===== src/rtl/convFifoPkg.sv =====
package convFifoPkg;
  // Per-cycle commands from control to datapath
  typedef struct packed {
    logic push;      // store convWord at the write slot
    logic pop;       // drop head, show the next stored word
    logic drain;     // drop the last word, keep it on the output
    logic clear;     // reset pointers to empty
    logic loadHead;  // incoming word becomes the shown word now
  } fifoStrobe_t;
endpackage


===== src/rtl/convFifoCtrl.sv =====
module convFifoCtrl
  import convFifoPkg::*;
#(
  parameter int DEPTH = 16
) (
  input  logic        clk,
  input  logic        rstN,
  input  logic        fifoMode,
  input  logic        readN,
  input  logic        convDone,
  output fifoStrobe_t strobe,
  output logic        levelHi,
  output logic        levelLo
);
  localparam int CNT_W = $clog2(DEPTH) + 1;
  localparam int HALF  = DEPTH / 2;

  logic             readPrev;
  logic [CNT_W-1:0] count;
  logic             readRise, readFall;
  logic             isEmpty, isOne, isFull;

  assign readRise = readN & ~readPrev;
  assign readFall = ~readN & readPrev;
  assign isEmpty  = (count == '0);
  assign isOne    = (count == CNT_W'(1));
  assign isFull   = (count == CNT_W'(DEPTH));

  always_comb begin
    strobe.clear    = !fifoMode && !readN;
    strobe.push     = fifoMode && convDone && !isFull;
    strobe.pop      = fifoMode && readRise && !isEmpty && !isOne;
    strobe.drain    = fifoMode && readFall && isOne;
    strobe.loadHead = strobe.push && (isEmpty || strobe.drain);
  end

  always_ff @(posedge clk or negedge rstN) begin
    if (!rstN) begin
      readPrev <= 1'b1;
      count    <= '0;
    end else begin
      readPrev <= readN;
      if (strobe.clear)
        count <= '0;
      else
        count <= count + CNT_W'(strobe.push) - CNT_W'(strobe.pop)
                       - CNT_W'(strobe.drain);
    end
  end

  assign levelHi = (count >= CNT_W'(HALF));
  assign levelLo = isEmpty || isFull;
endmodule


===== src/rtl/convFifoData.sv =====
module convFifoData
  import convFifoPkg::*;
#(
  parameter int WORD_W = 18,
  parameter int DEPTH  = 16   // power of two: pointers wrap naturally
) (
  input  logic              clk,
  input  logic              rstN,
  input  logic              fifoMode,
  input  logic [WORD_W-1:0] convWord,
  input  fifoStrobe_t       strobe,
  output logic [WORD_W-1:0] outWord
);
  localparam int PTR_W = $clog2(DEPTH);

  logic [WORD_W-1:0] mem [DEPTH];
  logic [PTR_W-1:0]  wrPtr, rdPtr, rdNext;
  logic [WORD_W-1:0] shownWord;

  assign rdNext = rdPtr + PTR_W'(1);

  always_ff @(posedge clk) begin
    if (strobe.push) mem[wrPtr] <= convWord;
  end

  always_ff @(posedge clk or negedge rstN) begin
    if (!rstN) begin
      wrPtr     <= '0;
      rdPtr     <= '0;
      shownWord <= '0;
    end else begin
      if (strobe.clear) begin
        wrPtr <= '0;
        rdPtr <= '0;
      end else begin
        if (strobe.push)                wrPtr <= wrPtr + PTR_W'(1);
        if (strobe.pop || strobe.drain) rdPtr <= rdNext;
      end
      if (strobe.loadHead)  shownWord <= convWord;
      else if (strobe.pop)  shownWord <= mem[rdNext];
    end
  end

  assign outWord = fifoMode ? shownWord : convWord;
endmodule


===== src/rtl/convFifo.sv =====
module convFifo
  import convFifoPkg::*;
#(
  parameter int WORD_W = 18,
  parameter int DEPTH  = 16
) (
  input  logic              clk,
  input  logic              rstN,
  input  logic              fifoMode,
  input  logic              readN,
  input  logic              convDone,
  input  logic [WORD_W-1:0] convWord,
  output logic [WORD_W-1:0] outWord,
  output logic              levelHi,
  output logic              levelLo
);
  fifoStrobe_t strobe;

  convFifoCtrl #(.DEPTH(DEPTH)) ctrl (
    .clk(clk), .rstN(rstN), .fifoMode(fifoMode), .readN(readN),
    .convDone(convDone), .strobe(strobe),
    .levelHi(levelHi), .levelLo(levelLo)
  );

  convFifoData #(.WORD_W(WORD_W), .DEPTH(DEPTH)) data (
    .clk(clk), .rstN(rstN), .fifoMode(fifoMode), .convWord(convWord),
    .strobe(strobe), .outWord(outWord)
  );
endmodule


===== config.mk =====
export PLATFORM = sky130hd
export DESIGN_NAME = convFifo
export DESIGN_NICKNAME = d
export VERILOG_FILES = /design/src/rtl/convFifoPkg.sv /design/src/rtl/convFifoCtrl.sv /design/src/rtl/convFifoData.sv /design/src/rtl/convFifo.sv
export SDC_FILE = /design/constraint.sdc
export NUM_CORES = 1
export LEC_CHECK = 0
export BUFFER_PORTS_ARGS = -buffer_cell sky130_fd_sc_hd__buf_2
export CAP_MARGIN = 10
export CORE_ASPECT_RATIO = 1.4
export CORE_MARGIN = 3
export CORE_UTILIZATION = 35
export CTS_BUF_LIST = sky130_fd_sc_hd__clkbuf_4
export DETAILED_ROUTE_END_ITERATION = 8
export PLACE_DENSITY = 0.57
export SETUP_SLACK_MARGIN = 0.5
export SYNTH_ARGS = -nofsm -noshare
export SYNTH_HDL_FRONTEND = slang
export SYNTH_HIERARCHICAL = 1
export SYNTH_SLANG_ARGS = --single-unit

===== constraint.sdc =====
create_clock -name clk -period 5.7 [get_ports clk]
set_input_delay 0.57 -clock clk [delete_from_list [all_inputs] [get_ports clk]]
set_output_delay 0.57 -clock clk [all_outputs]
set_load 0.1 [all_outputs]

==> Word-level counts from Yosys, hierarchy flattened <==
Memory sizes are Yosys's and may differ from the RTL's.
Index checks and enable logic that the tools add are counted.
{ "word_totals": {"mem_count": 1, "in_bits": 23, "reg_bits": 32, "out_inout_bits": 20, "elab_cells": 49, "ramBits": 288} }
{ "mem_list": {"columns": ["name", "words", "width", "read_ports", "rd_clocked_by_memory_dff", "write_ports", "line_no", "rtl"], "rows": [
  ["data.mem", 16, 18, 1, 0, 1, "convFifoData.sv:16", "logic [WORD_W-1:0] mem [DEPTH];"]
]} }
{ "op_classes": {"reduce_logical": 21, "add_sub_neg": 5, "n_bitwise": 4, "n_mux": 10, "eq_ne": 2, "order_cmp": 1} }
{ "ops": {"columns": ["op", "n"], "rows": [
  ["18-bit 2-to-1 mux", 3],
  ["4-bit 2-to-1 mux", 4],
  ["5-bit by 1-bit subtractor with 5-bit output", 2],
  ["1-bit logical AND", 9],
  ["4-bit by 1-bit adder with 4-bit output (second input constant)", 2],
  ["2-bit nonzero test", 3],
  ["5-bit by 1-bit adder with 5-bit output", 1],
  ["5-bit by 1-bit == test with 1-bit output (second input constant)", 1],
  ["5-bit == test (second input constant)", 1],
  ["5-bit by 4-bit greater-or-equal comparator with 1-bit output (second input constant)", 1],
  ["1-bit logical NOT", 5],
  ["5-bit logical NOT", 1],
  ["5-bit 2-to-1 mux", 1],
  ["1-bit logical OR", 3],
  ["1-bit AND", 2],
  ["1-bit 2-to-1 mux", 2],
  ["1-bit inverter", 2]
]} }

==> Longest topological paths before layout <==
{ "logic_depth": {"ltp_word": 8, "mapped_depth": 14, "depth_no_buf": 14} }

==> Hierarchy <==
The synthesis kept the hierarchy.
{ "modules_own_cells": {"columns": ["mod", "instances", "seq_area_each_um2", "area_per_inst_um2", "cells_each"], "rows": [
  ["convFifoData", 1, 9298.9, 12670.9, 706],
  ["convFifoCtrl", 1, 151.4, 488.0, 50]
]} }

==> Worst setup path before layout <==
Ideal clock, no wire load.
{ "synth_path": {"kind": "reg2out", "start": "reg ctrl.count[2]", "end": "out levelHi", "required_ps": 5130, "stages_incl_launch_ff": 5, "t_arrival_ps": 3717, "setup_slack_ps": 1413, "path_cell_list": "dfrtp_1 > inv_1 > ha_1 > inv_1 > o41ai_1"} }
{ "synth_via": {"elab_chain_len": 1} }
{ "synth_rtl": {"columns": ["item", "line_no", "rtl"], "rows": [
  ["from (decl)", "convFifoCtrl.sv:19", "logic [CNT_W-1:0] count;"],
  ["from (signal assigned)", "convFifoCtrl.sv:46", "count <= count + CNT_W'(strobe.push) - CNT_W'(strobe.pop)"],
  ["5-bit by 4-bit greater-or-equal comparator with 1-bit output", "convFifoCtrl.sv:51", "assign levelHi = (count >= CNT_W'(HALF));"],
  ["to (decl)", "convFifo.sv:14", "output logic levelHi,"]
]} }
Every way passes these cells.

==> results_dict.tcl <==
set metrics [dict create \
    cts_tree "yes" \
    worstPathCellList "inv_1 > ha_1 > nor3b_2 > nor3b_2 > and2_1 > buf_4 > nor2b_2 > nand2b_1 > o31ai_1" \
    whs_ns 0.2433 \
    fin_setup_tns_ns 0 \
    synth_edf_count 288 \
    grt_max_degree 78 \
    firstDrtPassIters 6 \
    grt_use_total_pct 14.75 \
    globalplace.congestion 0.7751 \
    fin_crit_sh_pct 61.55 \
    syn_inst 756 \
    die_x_um 169.9 \
    maxCapViolations 0 \
    setup_ws_ns 2.192 \
    intPower_uw 4420 \
    p_switching_uw 2109 \
    yosysTopAreaCell "edfxtp_1" \
    rows 83 \
    dp_slack_ns 1.892 \
    cpMostUsedCell "nor3b_2" \
    crit_type "register to register" \
    core_area_um2 36870 \
    path_delay_family "simple AND/OR/NAND/NOR gates" \
    cp.arrival_ns 4.10 \
    yosys.area.top_type_share_pct 65.72 \
    die_h_um 235.4 \
    grt_pass1_wl_um 44440 \
    cts.sinks 320 \
    nets 884 \
    synth_ff_type "edfxtp_1" \
    p_per_area_nw_per_um2 438.8 \
    htreeDepth 3 \
    synthToLayoutAreaGrowth_pct 13.08 \
    wl_um 28760 \
    vias 7052 \
    min_period_ns 3.508 \
    pwr-share-seq_pct 42.6 \
    async_flop_share_pct 10.00 \
    synth.distinct_cells 41 \
    p_leak_uw 0.004997 \
    comb_power_share_pct 28.3 \
    finalPower_uw 6529 \
    dieArea_um2 39990 \
    synthTopCellsByArea "edfxtp_1 66%, mux4_2 6.2%, mux2_2 6.0%, dfrtp_1 5.9%, nand2_1 1.7%" \
    timing.fmax_mhz 285.0 \
    cp_max_fo 22 \
    drive_above_1_share_pct 33.19 \
    cts_buffers 77 \
    io_buffers 42 \
    route.detailed.drc 0 \
    maxSlewHeadroom_pct 27.21 \
    synth_warnings 6 \
    clk_latency_ns 0.73 \
    via_per_inst 5.129 \
    crit_required_ns 6.29 \
    ys_ff_latch 320 \
    path_buf_inv 2 \
    vdd_ir_drop_max_uv 369.6 \
    drv_slew 0 \
    netlist_area_um2 13160 \
    root_buffer "clkbuf_4" \
    swShare_pct 32.30 \
    wl_per_cell_um 20.92 \
    crit_path_end_kind "register" \
    synthTopCellsByCount "288 x edfxtp_1, 70 x mux2_2, 59 x nand2_1" \
    hold_class "input pin to register" \
    avgSynthCellArea_um2 17.41 \
    cp-start-kind "register" \
    worst_slew_pin_slew_ns 1.091 \
    final_antenna_net_count 0 \
    pin_count 43 \
    slowest_stage "nor2b_2" \
    grt-ovfl-total 0 \
    clkPwrFrac_pct 29.1 \
    seq_area_frac_synth_pct 71.82 \
    setup_viol 0 \
    post_cts_buffers 0 \
    slowest_delay_ns 0.78 \
    cts_max_path_buffers 3 \
    clk_pin_slew_ns 0.07 \
    drtIter0Drc 450 \
    syn-num-nets 794 \
    antenna_found_initial 1 \
    hold_viol 0 \
    fin_skew_ns 0.05272 \
    yosysMostFrequentCell "edfxtp_1" \
    dp.final_hpwl_um 17920 \
    outcome "finished clean" \
    grt_pass1_vias 7326 \
    rsz0062_at_grt "no" \
    start_util_pct 35.69 \
]
## sequential cells by signal, summed over array words and instances (netlist names)
signal          flops
ctrl/count          5
data/rdPtr          4
data/shownWord     18
data/wrPtr          4
ctrl/readPrev       1
data/mem          288
## power by group through the flow
stage / Clock [µW] / Combinational, µW / Sequential (µW)
after floorplan: 0 / 1400 / 2810
after global placement: 0 / 1870 / 2830
after detailed placement: 0 / 1870 / 2830
after CTS: 1970 / 1880 / 2790
after global routing: 2100 / 2000 / 2800
final: 1900 / 1850 / 2780
## worst paths after layout
check	start	end	slack [ns]	cells past startpoint
setup / recovery	ctrl/count[2]	data/shownWord[15]	2.19	9
hold reg to reg	data/rdPtr[1]	data/rdPtr[1]	0.56	2
max in group asynchronous	rstN	data/rdPtr[0]	4.56	2
hold / removal	convWord[10]	data/mem[11][10]	0.24	1
min in group asynchronous	rstN	data/wrPtr[0]	0.51	2
setup reg to reg	ctrl/count[2]	data/shownWord[15]	2.19	9
## metal layers
| metal | global-route usage [%] | routed length (µm) |
|---|---|---|
| met2 | 23.82 | 14310 |
| met1 | 18.93 | 12250 |
| met5 | 0 | 0 |
| met3 | 3.057 | 1347 |
| met4 | 7.168 | 855 |
## metrics by stage
step | util, % | area [µm²] | instances
after global placement | 37.53 | 13840 | 1232
final | 40.36 | 14880 | 1375
after floorplan | - | 13160 | 756
after CTS | 40.36 | 14880 | 1374
after global routing | 40.36 | 14880 | 1375
after detailed placement | 37.53 | 13840 | 1232
## layout by cell type, fill, tap and decap left out, types with 9 or more instances in the layout
master,synthesis,final
a31oi_1,18,18
a32o_1,18,18
and2_1,10,10
buf_2,11,42
clkbuf_4,0,124
clkinv_1,0,9
dfrtp_1,31,30
edfxtp_1,288,288
ha_1,14,13
inv_1,12,12
mux2_2,70,70
mux2i_1,20,20
mux4_2,36,36
nand2_1,59,59
nand2b_1,19,19
nor2_1,19,15
o21ai_0,22,22
o22ai_1,18,18
o31ai_1,18,18
## cell type report
| class | instances | area, µm² |
|---|---|---|
| flip-flops and latches | 320 | 9452 |
| fillers | 3330 | 21990 |
| well taps | 467 | 584.3 |
| inverters | 12 | 45.04 |
| clock buffers | 124 | 930.9 |
| multi-input cells | 383 | 3473 |
| diodes | 1 | 2.502 |
| repair buffers | 52 | 302.8 |
| clock inverters | 16 | 90.09 |
## kinds of logic after synthesis
family	share of synthesized area (%)
buffers and inverters	2.016
AO/OA/AOI/OAI	5.420
adder cells (fa/ha/maj)	1.483
XOR/XNOR	0.7417
AND/OR/NAND/NOR	4.678
multiplexers	13.84
flip-flops	71.82
## repair_timing
item	CTS	global route
gates resized for setup	0	0
hold endpoints to repair	32	0
hold buffers	2	0
Power figures use the tool's default switching activity.
